## src/rtl/srg_pkg.sv

```systemverilog
`timescale 1ns/1ps
package srg_pkg;
  // Strobes from the control half to the datapath half.
  typedef struct packed {
    logic loadShadow;
    logic loadActive;
  } dpStrobe_t;
endpackage

```

## src/rtl/srg_datapath.sv

```systemverilog
`timescale 1ns/1ps
module srg_datapath
  import srg_pkg::*;
#(
  parameter int CMD_W    = 16,
  parameter int ACC_W    = 26,
  parameter int TAP_LO   = 20,
  parameter int NUM_TAPS = 6,
  parameter int SEL_W    = 3
) (
  input  logic             clk,
  input  logic             rstN,
  input  dpStrobe_t        strobe,
  input  logic [CMD_W-1:0] cmdData,
  input  logic [SEL_W-1:0] rangeSel,
  output logic             tapBit,
  output logic             dirBit
);
  localparam int EXT_W = ACC_W - CMD_W;
  localparam logic [SEL_W-1:0] LAST_SEL = SEL_W'(NUM_TAPS - 1);

  logic [CMD_W-1:0]    shadowCmd;
  logic [CMD_W-1:0]    activeCmd;
  logic [ACC_W-1:0]    phaseAcc;
  logic [ACC_W-1:0]    addend;
  logic [NUM_TAPS-1:0] tapVec;
  logic [SEL_W-1:0]    selEff;

  // Staging and active command registers.
  always_ff @(posedge clk) begin
    if (!rstN) begin
      shadowCmd <= '0;
      activeCmd <= '0;
    end else begin
      if (strobe.loadShadow) shadowCmd <= cmdData;
      if (strobe.loadActive) activeCmd <= shadowCmd;
    end
  end

  // Sign extension and phase accumulation, wrapping at ACC_W bits.
  assign addend = {{EXT_W{activeCmd[CMD_W-1]}}, activeCmd};

  always_ff @(posedge clk) begin
    if (!rstN) phaseAcc <= '0;
    else       phaseAcc <= phaseAcc + addend;
  end

  // Candidate taps.
  for (genvar i = 0; i < NUM_TAPS; i++) begin : g_tap
    assign tapVec[i] = phaseAcc[TAP_LO + i];
  end

  // Codes past the last tap fall back to the highest one.
  always_comb begin
    selEff = (rangeSel > LAST_SEL) ? LAST_SEL : rangeSel;
    tapBit = tapVec[selEff];
    dirBit = activeCmd[CMD_W-1];
  end
endmodule

```

## src/rtl/srg_control.sv

```systemverilog
`timescale 1ns/1ps
module srg_control
  import srg_pkg::*;
#(
  parameter int PW_W    = 8,
  parameter int SETUP   = 2,
  parameter int SETUP_W = $clog2(SETUP + 1)
) (
  input  logic            clk,
  input  logic            rstN,
  input  logic            cmdWr,
  input  logic            updateStb,
  input  logic            tapBit,
  input  logic            dirBit,
  input  logic [PW_W-1:0] pulseWidth,
  output dpStrobe_t       strobe,
  output logic            stepOut,
  output logic            dirOut
);
  localparam logic [SETUP_W-1:0] SETUP_LD = SETUP_W'(SETUP);

  logic               tapPrev;
  logic               pending;
  logic [SETUP_W-1:0] setupCnt;
  logic [PW_W-1:0]    widthCnt;
  logic               toggle;
  logic               dirChg;
  logic               fire;
  logic [PW_W-1:0]    widthLoad;

  always_comb begin
    strobe.loadShadow = cmdWr;
    strobe.loadActive = updateStb;
    toggle    = tapBit ^ tapPrev;
    dirChg    = dirBit != dirOut;
    fire      = pending && !stepOut && (setupCnt == '0) && !dirChg;
    widthLoad = (pulseWidth == '0) ? PW_W'(1) : pulseWidth;
  end

  // Tap edge detection and the single pending-step slot.
  always_ff @(posedge clk) begin
    if (!rstN) begin
      tapPrev <= 1'b0;
      pending <= 1'b0;
    end else begin
      tapPrev <= tapBit;
      pending <= toggle | (pending & ~fire);
    end
  end

  // Direction register with its setup hold-off.
  always_ff @(posedge clk) begin
    if (!rstN) begin
      dirOut   <= 1'b0;
      setupCnt <= '0;
    end else if (dirChg) begin
      dirOut   <= dirBit;
      setupCnt <= SETUP_LD;
    end else if (setupCnt != '0) begin
      setupCnt <= setupCnt - 1'b1;
    end
  end

  // Step pulse timer.
  always_ff @(posedge clk) begin
    if (!rstN) begin
      stepOut  <= 1'b0;
      widthCnt <= '0;
    end else if (fire) begin
      stepOut  <= 1'b1;
      widthCnt <= widthLoad;
    end else if (stepOut) begin
      if (widthCnt <= PW_W'(1)) stepOut <= 1'b0;
      else                      widthCnt <= widthCnt - 1'b1;
    end
  end
endmodule

```

## src/rtl/step_rate_gen.sv

```systemverilog
`timescale 1ns/1ps
module step_rate_gen
  import srg_pkg::*;
#(
  parameter int CMD_W    = 16,
  parameter int ACC_W    = 26,
  parameter int TAP_LO   = 20,
  parameter int NUM_TAPS = 6,
  parameter int SEL_W    = 3,
  parameter int PW_W     = 8,
  parameter int SETUP    = 2
) (
  input  logic             clk,
  input  logic             rstN,
  input  logic             cmdWr,
  input  logic [CMD_W-1:0] cmdData,
  input  logic             updateStb,
  input  logic [SEL_W-1:0] rangeSel,
  input  logic [PW_W-1:0]  pulseWidth,
  output logic             stepOut,
  output logic             dirOut
);
  dpStrobe_t strobe;
  logic      tapBit;
  logic      dirBit;

  srg_datapath #(
    .CMD_W(CMD_W), .ACC_W(ACC_W), .TAP_LO(TAP_LO),
    .NUM_TAPS(NUM_TAPS), .SEL_W(SEL_W)
  ) u_dp (
    .clk(clk), .rstN(rstN), .strobe(strobe), .cmdData(cmdData),
    .rangeSel(rangeSel), .tapBit(tapBit), .dirBit(dirBit)
  );

  srg_control #(.PW_W(PW_W), .SETUP(SETUP)) u_ctl (
    .clk(clk), .rstN(rstN), .cmdWr(cmdWr), .updateStb(updateStb),
    .tapBit(tapBit), .dirBit(dirBit), .pulseWidth(pulseWidth),
    .strobe(strobe), .stepOut(stepOut), .dirOut(dirOut)
  );
endmodule

```

## config.mk

```make
export PLATFORM = sky130hd
export DESIGN_NAME = step_rate_gen
export DESIGN_NICKNAME = d
export VERILOG_FILES = /design/src/rtl/srg_pkg.sv /design/src/rtl/srg_datapath.sv /design/src/rtl/srg_control.sv /design/src/rtl/step_rate_gen.sv
export SDC_FILE = /design/constraint.sdc
export NUM_CORES = 1
export LEC_CHECK = 0
export BUFFER_PORTS_ARGS = -buffer_cell sky130_fd_sc_hd__buf_2
export CORE_ASPECT_RATIO = 0.6
export CORE_MARGIN = 3
export CORE_UTILIZATION = 35
export DETAILED_ROUTE_END_ITERATION = 10
export GPL_ROUTABILITY_DRIVEN = 0
export PLACE_DENSITY = 0.5
export SLEW_MARGIN = 40
export SYNTH_ARGS = -nofsm -noshare
export SYNTH_HDL_FRONTEND = slang
export SYNTH_SLANG_ARGS = --single-unit
```

## constraint.sdc

```tcl
create_clock -name clk -period 2.68 [get_ports clk]
set_clock_uncertainty 0.15 [all_clocks]
set_input_delay 0.134 -clock clk [delete_from_list [all_inputs] [get_ports clk]]
set_output_delay 0.134 -clock clk [all_outputs]
set_load 0.1 [all_outputs]
```

### Word level (Yosys, flattened, before mapping)

Cells that the tools add are included.

| word-level totals | value |
|---|---|
| register bits after elaboration | 72 |
| bits of input ports | 31 |
| word-level logic and storage cells | 47 |

| cells by class | value |
|---|---|
| add/sub/neg operators | 3 |
| magnitude comparators | 3 |
| eq/ne operators | 2 |
| muxes and demuxes | 12 |
| bitwise gates (word level) | 5 |
| reduce and logical (&&, ||, !) cells | 12 |

Operators with widths:

| cell | number |
|---|---|
| two-way mux 8 bit | 4 |
| adder 26 bit | 1 |
| <= comparator 8 x 1 -> 1 bit (second input constant) | 1 |
| zero test 8 bit | 1 |
| subtractor 8 x 1 -> 8 bit (second input constant) | 1 |
| nonzero test 2 bit | 3 |
| less-than comparator 3 x 4 -> 1 bit (second input constant) | 1 |
| two-way mux 1 bit | 4 |
| two-way mux 2 bit | 2 |
| binary-select mux 1 bit (select 3 bit) | 1 |
| > comparator 3 bit (second input constant) | 1 |
| logical AND 1 bit | 3 |
| two-way mux 3 bit | 1 |
| zero test 1 bit | 2 |
| zero test 2 bit | 1 |
| != test 2 x 1 -> 1 bit (second input constant) | 1 |
| inverter 1 bit | 2 |
| AND reduction 2 bit | 1 |
| OR reduction 2 bit | 1 |
| subtractor 2 x 1 -> 2 bit (second input constant) | 1 |
| AND 1 bit | 1 |
| != test 1 bit | 1 |
| bitwise OR 1 bit | 1 |
| XOR 1 bit | 1 |

### Logic depth before layout (Yosys ltp)

Gate-level depths: netlist of run 1.

| depth | value |
|---|---|
| depth in word-level cells | 7 |
| depth in mapped cells | 10 |
| gate-level depth less buffers | 10 |

### Hierarchy

A second synthesis of run 1 with hierarchy kept.

| unflattened totals | value |
|---|---|
| cell total of the unflattened synthesis | 418 |
| area total of the unflattened synthesis | 3885.0 sq um |

By module, submodules not included:

| module | times used | cells each | area each (sq um) | seq. area each (sq um) |
|---|---|---|---|---|
| srg_datapath | 1 | 340 | 3174.3 | 1161.1 |
| srg_control | 1 | 78 | 710.7 | 280.3 |

### Worst setup path before layout of run 1

Ideal clock, no wire load.

| timing path | value |
|---|---|
| kind | flip-flop to flip-flop |
| start | register u_ctl.stepOut |
| end | register u_ctl.widthCnt[5] |
| setup time | 131 ps |
| arrival | 2210 ps |
| data required time | 2399 ps |
| path slack | 188 ps |
| cell stages (with the launch flop) | 6 |
| buffers on the path | 0 |
| cells stage by stage | dfxtp_1 > o21ai_4 > or3_2 > or4_1 > nand3_1 > a31oi_1 |

| between the ends | value |
|---|---|
| word-level cells in the longest chain between the ends | 6 |

RTL lines:

| element | line | text |
|---|---|---|
| start, declared | srg_control.sv:17 | `output logic stepOut,` |
| start signal, assigned | srg_control.sv:67 | `stepOut <= 1'b0;` |
| start signal, assigned | srg_control.sv:70 | `stepOut <= 1'b1;` |
| start signal, assigned | srg_control.sv:73 | `if (widthCnt <= PW_W'(1)) stepOut <= 1'b0;` |
| zero test 1 bit | srg_control.sv:36 | `fire = pending && !stepOut && (setupCnt == '0) && !dirChg;` |
| logical AND 1 bit (3 in a row) | srg_control.sv:36 |  |
| != test 2 x 1 -> 1 bit (no line) or nonzero test 2 bit (tied branches) | - |  |
| AND reduction 2 bit (no line) | - |  |
| end signal, assigned | srg_control.sv:71 | `widthCnt <= widthLoad;` |
| end signal, assigned | srg_control.sv:74 | `else widthCnt <= widthCnt - 1'b1;` |
| end, declared | srg_control.sv:25 | `logic [PW_W-1:0] widthCnt;` |

Several ways; a longest one is shown, not always the timed one.
A chain may end at the register's enable or synchronous reset.

### Worst setup path after layout of run 1

| timing path | value |
|---|---|
| start | register u_dp.activeCmd[15] |
| end | register u_dp.phaseAcc[22] |

| between the ends | value |
|---|---|
| word-level cells in the longest chain between the ends | 1 |

RTL lines:

| element | line | text |
|---|---|---|
| start, declared | srg_datapath.sv:23 | `logic [CMD_W-1:0] activeCmd;` |
| start signal, assigned | srg_datapath.sv:36 | `if (strobe.loadActive) activeCmd <= shadowCmd;` |
| adder 26 bit | srg_datapath.sv:45 | `else phaseAcc <= phaseAcc + addend;` |
| end signal, assigned | srg_datapath.sv:45 |  |
| end, declared | srg_datapath.sv:24 | `logic [ACC_W-1:0] phaseAcc;` |

No other way between the ends.

==> flow_summary.json, run 1 <==
{
  "status": "finished clean",
  "p_clk_share_pct": 41.1,
  "fmax_ghz": 0.388,
  "drc_errors": 0,
  "pwr-share-comb_pct": 16.7,
  "syn_area_mm2": 0.00379,
  "power_leakage_nw": 2.04,
  "setup_viol": 0,
  "antenna_cells": 0,
  "cts_max_level": 3,
  "r2r_slack_ns": 0.10,
  "syn_area_per_cell_um2": 8.69,
  "worst-path-buf-inv": 0,
  "r2r_start": "u_dp.activeCmd[15]$_SDFFE_PN0P_",
  "worst-path-max-fanout": 6,
  "grt_use_total_pct": 16.0,
  "detail_route.wl_per_cell_um": 14.5,
  "ir_worst_vdd_mv": 0.281,
  "clockBufferDepth": 2,
  "io_pins": 33,
  "cts_made_buffers": 9,
  "worst_hold_path.endpoint": "u_ctl.widthCnt[0]$_SDFFE_PN0P_",
  "cpPeakStageDelay_ns": 0.47,
  "dpl.hpwl_um": 6630,
  "via_per_inst": 5.09,
  "ys.flop_type": "dfxtp_1",
  "crit_cells": 7,
  "cts-root-buf": "clkbuf_16",
  "grt_max_degree": 43,
  "port_buffers": 32,
  "num_vias": 3216,
  "ys_ff_latch": 72,
  "grt_antenna_before_repair": 0,
  "critical_path_class": "register to register",
  "synth_edf_count": 0,
  "synthToLayoutAreaGrowth_pct": 23.9,
  "synth_seq_area_share_pct": 38.1,
  "p_int_mw": 2.08,
  "required_ns": 2.78,
  "cp_top_family": "simple AND/OR/NAND/NOR gates",
  "drtPass1Iterations": 4,
  "dpl-instance-area_mm2": 0.00413,
  "mostFrequentLayoutCell": "nor2_1",
  "post-route-util_pct": 46.0,
  "cts_sinks": 72,
  "drt_iter0_drc": 238,
  "critPathSlowestCell": "dfxtp_1",
  "finalCriticalPeriod_ns": 2.58,
  "drive_gt1_share_pct": 14.3,
  "clock_latency_ns": 0.33,
  "placed_cells": 592,
  "path_clk_slew_ns": 0.06,
  "crit_chain": "ha_1, a21oi_1, o21ai_0, or2_2, or3b_1, a41oi_1, mux2i_1",
  "syn_inst": 436,
  "grt_overflow_total": 0,
  "grt_pass1_vias": 3041,
  "synthDistinctLibCells": 53,
  "die_width_um": 140,
  "pwr-share-seq_pct": 42.3,
  "final_hold_viol_count": 0,
  "async_flop_share_pct": 0,
  "relSlewSlack_pct": 64.7,
  "rows": 28,
  "setup-tns-final_ns": 0,
  "antenna_left": 0,
  "syn_nets": 495,
  "yosys.area.top_type": "dfxtp_1",
  "p_sw_share_pct": 27.2,
  "cts_tree": "built",
  "power.total_mw": 2.86,
  "die_y_um": 86.6,
  "p_sw_uw": 779,
  "netlist.area_leader.share_pct": 38.1,
  "drv_cap": 0,
  "r2r_cells": 7,
  "yosys_warnings": 0,
  "synth_area_leaders": "dfxtp_1 38%, mux2i_1 9.0%, ha_1 8.9%",
  "mostFrequentLayoutCells": "79 x nor2_1, 72 x dfxtp_1, 36 x a21oi_1, 34 x mux2i_1, 32 x buf_2",
  "rr_endpoint": "u_dp.phaseAcc[22]$_SDFF_PN0_",
  "post-route-cell-area_mm2": 0.00469,
  "power_density_mw_per_mm2": 609,
  "drv_slew": 0,
  "final.period_utilization_pct": 96.1,
  "nets": 552,
  "crit_arrival_ns": 2.68,
  "wl_um": 9160,
  "initial_utilization_pct": 37.2,
  "startpoint_type": "register",
  "hp-start": "rstN",
  "min_path_type": "input pin to register",
  "worst_pin_slew_ns": 0.529,
  "critPathCaptureType": "register",
  "post_cts_buffers": 0,
  "grt_pass1_wl_um": 15500,
  "die-area_mm2": 0.0121,
  "core_area_mm2": 0.0102,
  "worstHoldPathCells": 3,
  "stdcell_count": 632
}
## power by group through the flow
| stage | registers [mW] | logic, mW | clock network [mW] |
|---|---|---|---|
| 3_5_place_dp | 1.23 | 0.445 | 0 |
| 6_report | 1.21 | 0.476 | 1.17 |
| 5_1_grt | 1.22 | 0.536 | 1.25 |
| 3_3_place_gp | 1.23 | 0.440 | 0 |
| 2_1_floorplan | 1.23 | 0.327 | 0 |
| 4_1_cts | 1.21 | 0.473 | 1.20 |
## layer usage
metal	up-vias	global-route usage, %	wire, um
met2	78	20.4	3350
met1	1471	25.3	5220
met5	-	0	0
li1	1660	-	-
met4	0	4.13	58
met3	7	5.13	536
## worst max-delay path by stage
stage | slack (ns) | start | to
floorplan | 0.19 | u_ctl.stepOut$_SDFF_PN0_ | u_ctl.widthCnt[5]$_SDFFE_PN0P_
global placement | 0.12 | u_dp.phaseAcc[11]$_SDFF_PN0_ | u_dp.phaseAcc[20]$_SDFF_PN0_
detailed placement | 0.08 | u_dp.phaseAcc[5]$_SDFF_PN0_ | u_dp.phaseAcc[22]$_SDFF_PN0_
CTS | 0.06 | u_dp.phaseAcc[5]$_SDFF_PN0_ | u_dp.phaseAcc[22]$_SDFF_PN0_
global route | -0.005 | u_dp.activeCmd[0]$_SDFFE_PN0P_ | u_dp.phaseAcc[24]$_SDFF_PN0_
finish | 0.10 | u_dp.activeCmd[15]$_SDFFE_PN0P_ | u_dp.phaseAcc[22]$_SDFF_PN0_
## cells in the mapped netlist (2+ instances only)
cell type / n
nor2_1: 80
dfxtp_1: 72
a21oi_1: 38
mux2i_1: 34
ha_1: 27
nand2_1: 22
o21ai_0: 18
clkbuf_1: 16
xor2_1: 14
xnor2_1: 12
nand3_1: 11
inv_1: 9
a21o_1: 8
nand4_1: 6
and2_1: 5
buf_1: 5
nor3_1: 5
a211oi_1: 4
a31oi_1: 4
o211ai_1: 3
or4_1: 3
a221oi_1: 2
a41oi_1: 2
and3_1: 2
nand2b_1: 2
nor2b_1: 2
o21a_1: 2
o31ai_1: 2
o41ai_1: 2
## cells by family after synthesis
group	count (synthesis)	synth area share, %
and+or+nand+nor	150	18.3
DFF	72	38.1
buffers and inverters	31	3.17
xor gates and xnor gates	26	6.01
AOI/OAI and AO/OA	94	15.5
muxes	35	9.58
adders and majority gates	28	9.45
## repair_timing
| action | in CTS | in global routing |
|---|---|---|
| hold buffers | 25 | 0 |
| endpoints found under the hold margin | 25 | 0 |
| gates resized for setup | 0 | 7 |
| endpoints found under the setup margin | 0 | 8 |
## sequential cells by signal, summed over array words and instances (netlist names)
| name | count |
|---|---|
| u_dp.shadowCmd | 16 |
| u_dp.activeCmd | 16 |
| u_dp.phaseAcc | 26 |
| u_ctl.tapPrev | 1 |
| u_ctl.widthCnt | 8 |
| u_ctl.setupCnt | 2 |
| u_ctl.dirOut | 1 |
| u_ctl.stepOut | 1 |
| u_ctl.pending | 1 |
## worst reg2reg max path, cell delays in order, from the launching register on
cell     delay [ns]
dfxtp_1        0.47
ha_1           0.37
a21oi_1        0.22
o21ai_0        0.14
or2_2          0.29
or3b_1         0.39
a41oi_1        0.25
mux2i_1        0.23
## final cells by class
cell class | instances | area [um^2]
well taps | 135 | 169
inverters | 9 | 33.8
fillers | 1001 | 5500
clock buffers | 10 | 229
repair buffers | 68 | 505
flip-flops and latches | 72 | 1440
clock inverters | 5 | 58.8
multi-input cells | 333 | 2250
## per-stage QoR
step	setup slack (ns)	hold WS, ns
after global placement	0.124	0.217
after floorplan	0.188	0.131
after global routing	-0.00516	0.0629
after CTS	0.0606	0.0237
after detailed placement	0.0764	0.225
final	0.104	0.0362
Power figures use the tool's default switching activity.
==> run 2, diff against run 1 <==
Settings changed: REMOVE_ABC_BUFFERS set to 1.
==> flow_summary.json, run 2 (same netlist as run 1, synthesis figures left out) <==
{
  "required_ns": 2.79,
  "crit_arrival_ns": 2.66,
  "clockBufferDepth": 2,
  "synthToLayoutAreaGrowth_pct": 24.0,
  "startpoint_type": "register",
  "port_buffers": 32,
  "largest_register_ffs": 26,
  "r2r_slack_ns": 0.12,
  "num_vias": 3227,
  "grt_pass1_vias": 2937,
  "drt_iter0_drc": 193,
  "antenna_cells": 0,
  "power_leakage_nw": 2.04,
  "post-route-cell-area_mm2": 0.00470,
  "r2r_cells": 8,
  "cts_tree": "built",
  "fmax_ghz": 0.391,
  "final.fill_count": 1003,
  "relSlewSlack_pct": 64.3,
  "initial_utilization_pct": 37.2,
  "setup-tns-final_ns": 0,
  "worst_pin_slew_ns": 0.535,
  "rows": 28,
  "dpl-instance-area_mm2": 0.00410,
  "post_cts_buffers": 0,
  "path_clk_slew_ns": 0.06,
  "top_register": "u_dp.phaseAcc",
  "die_width_um": 140,
  "rr_endpoint": "u_dp.phaseAcc[22]$_SDFF_PN0_",
  "cts-root-buf": "clkbuf_16",
  "r2r_start": "u_dp.phaseAcc[5]$_SDFF_PN0_",
  "rsz0062_at_grt": "no",
  "nets": 550,
  "mostFrequentLayoutCell": "nor2_1",
  "cpPeakStageDelay_ns": 0.38,
  "critical_path_class": "register to register",
  "grt_pass1_wl_um": 15100,
  "grt_max_degree": 27,
  "power.total_mw": 2.93,
  "clock_latency_ns": 0.33,
  "setup_viol": 0,
  "crit_chain": "ha_1, a21o_1, a31o_2, nor2_1, o31ai_2, or3b_1, a41oi_1, mux2i_1",
  "finalCriticalPeriod_ns": 2.56,
  "critPathCaptureType": "register",
  "die_y_um": 86.6,
  "ir_worst_vdd_mv": 0.341,
  "final_hold_viol_count": 0,
  "power_density_mw_per_mm2": 624,
  "cts_made_buffers": 9,
  "die-area_mm2": 0.0121,
  "antenna_left": 0,
  "dpl.hpwl_um": 6710,
  "grt_overflow_total": 0,
  "drtPass1Iterations": 4,
  "worstHoldPathCells": 3,
  "worst_hold_path.endpoint": "u_ctl.widthCnt[0]$_SDFFE_PN0P_",
  "min_path_type": "input pin to register",
  "io_pins": 33,
  "wl_um": 9080,
  "reg_top3": "u_dp.phaseAcc: 26 flops, u_dp.activeCmd: 16 flops, u_dp.shadowCmd: 16 flops",
  "drv_cap": 0,
  "cts_max_level": 3,
  "mostFrequentLayoutCells": "80 x nor2_1, 71 x dfxtp_1, 35 x a21oi_1, 34 x mux2i_1, 32 x buf_2",
  "final.period_utilization_pct": 95.4,
  "drv_slew": 0,
  "drive_gt1_share_pct": 14.7,
  "critPathSlowestCell": "ha_1",
  "hp-start": "rstN",
  "worst-path-max-fanout": 7,
  "grt_use_total_pct": 15.7,
  "via_per_inst": 5.11,
  "cts_sinks": 72,
  "drc_errors": 0,
  "status": "finished clean",
  "detail_route.wl_per_cell_um": 14.4,
  "grt_antenna_before_repair": 0,
  "core_area_mm2": 0.0102
}
[run 2: cell types whose count changed in the layout (fill, tap and decap cells not counted), sizes merged]
cell    previous run  this run
clkinv             2         1
buf               43        41
inv                9        10
clkbuf            10        11
[run 2: final cells by class]
type / instances / area (um^2) / area share [%]
inverters: 9 / 33.8 / 0.719
well taps: 135 / 169 / 3.60
multi-input cells: 333 / 2260 / 48.1
clock inverters: 5 / 62.6 / 1.33
repair buffers: 66 / 478 / 10.2
clock buffers: 11 / 253 / 5.38
flip-flops and latches: 72 / 1440 / 30.7
[run 2: through the flow]
step                worst slack (ns)  hold slack, ns  cells  utilization [%]
finish                         0.123          0.0266    631             46.1
global route                  0.0245          0.0370    631             46.1
detailed placement            0.0731           0.226    590             40.2
floorplan                      0.127           0.106    414                -
CTS                           0.0482          0.0279    631             45.7
global placement               0.133           0.218    590             40.2
[run 2: worst max-delay path by stage]
| stage | to | slack (ns) | startpoint | cells after the start |
|---|---|---|---|---|
| 5_1_grt | u_dp.phaseAcc[22]$_SDFF_PN0_ | 0.02 | u_dp.activeCmd[0]$_SDFFE_PN0P_ | 10 |
| 4_1_cts | u_dp.phaseAcc[10]$_SDFF_PN0_ | 0.05 | u_dp.activeCmd[0]$_SDFFE_PN0P_ | 10 |
| 2_1_floorplan | u_ctl.widthCnt[5]$_SDFFE_PN0P_ | 0.13 | u_ctl.stepOut$_SDFF_PN0_ | 5 |
| 6_report | u_dp.phaseAcc[22]$_SDFF_PN0_ | 0.12 | u_dp.phaseAcc[5]$_SDFF_PN0_ | 8 |
| 3_3_place_gp | u_dp.phaseAcc[20]$_SDFF_PN0_ | 0.13 | u_dp.activeCmd[9]$_SDFFE_PN0P_ | 8 |
| 3_5_place_dp | u_dp.phaseAcc[10]$_SDFF_PN0_ | 0.07 | u_dp.activeCmd[0]$_SDFFE_PN0P_ | 10 |
[run 2: routing by layer]
layer	wire, um	share of wire (%)	vias to the layer above	GRT usage (%)
met5	0	0	-	0
met3	506	5.6	9	4.63
met4	89	0.98	0	3.96
met2	3200	35	71	19.5
met1	5280	58	1492	25.4
li1	-	-	1655	-
[run 2: power breakdown]
part	total (mW)	internal [mW]	switching [mW]
Sequential	1.21	1.15	0.0583
Clock	1.24	0.776	0.467
Combinational	0.482	0.213	0.269
[run 2: worst max-delay path, delay by kind of cell, from the launching register on]
family / cells / cell delay (ns)
compound gates: 4 / 0.81
fa+ha+maj: 1 / 0.38
flops: 1 / 0.31
mux: 1 / 0.20
simple gates: 2 / 0.63
[run 2: what timing repair did]
| item | CTS | global route |
|---|---|---|
| endpoints found under the setup margin | 0 | 8 |
| hold buffers | 25 | 0 |
| resized for setup | 0 | 11 |
| endpoints found under the hold margin | 25 | 0 |
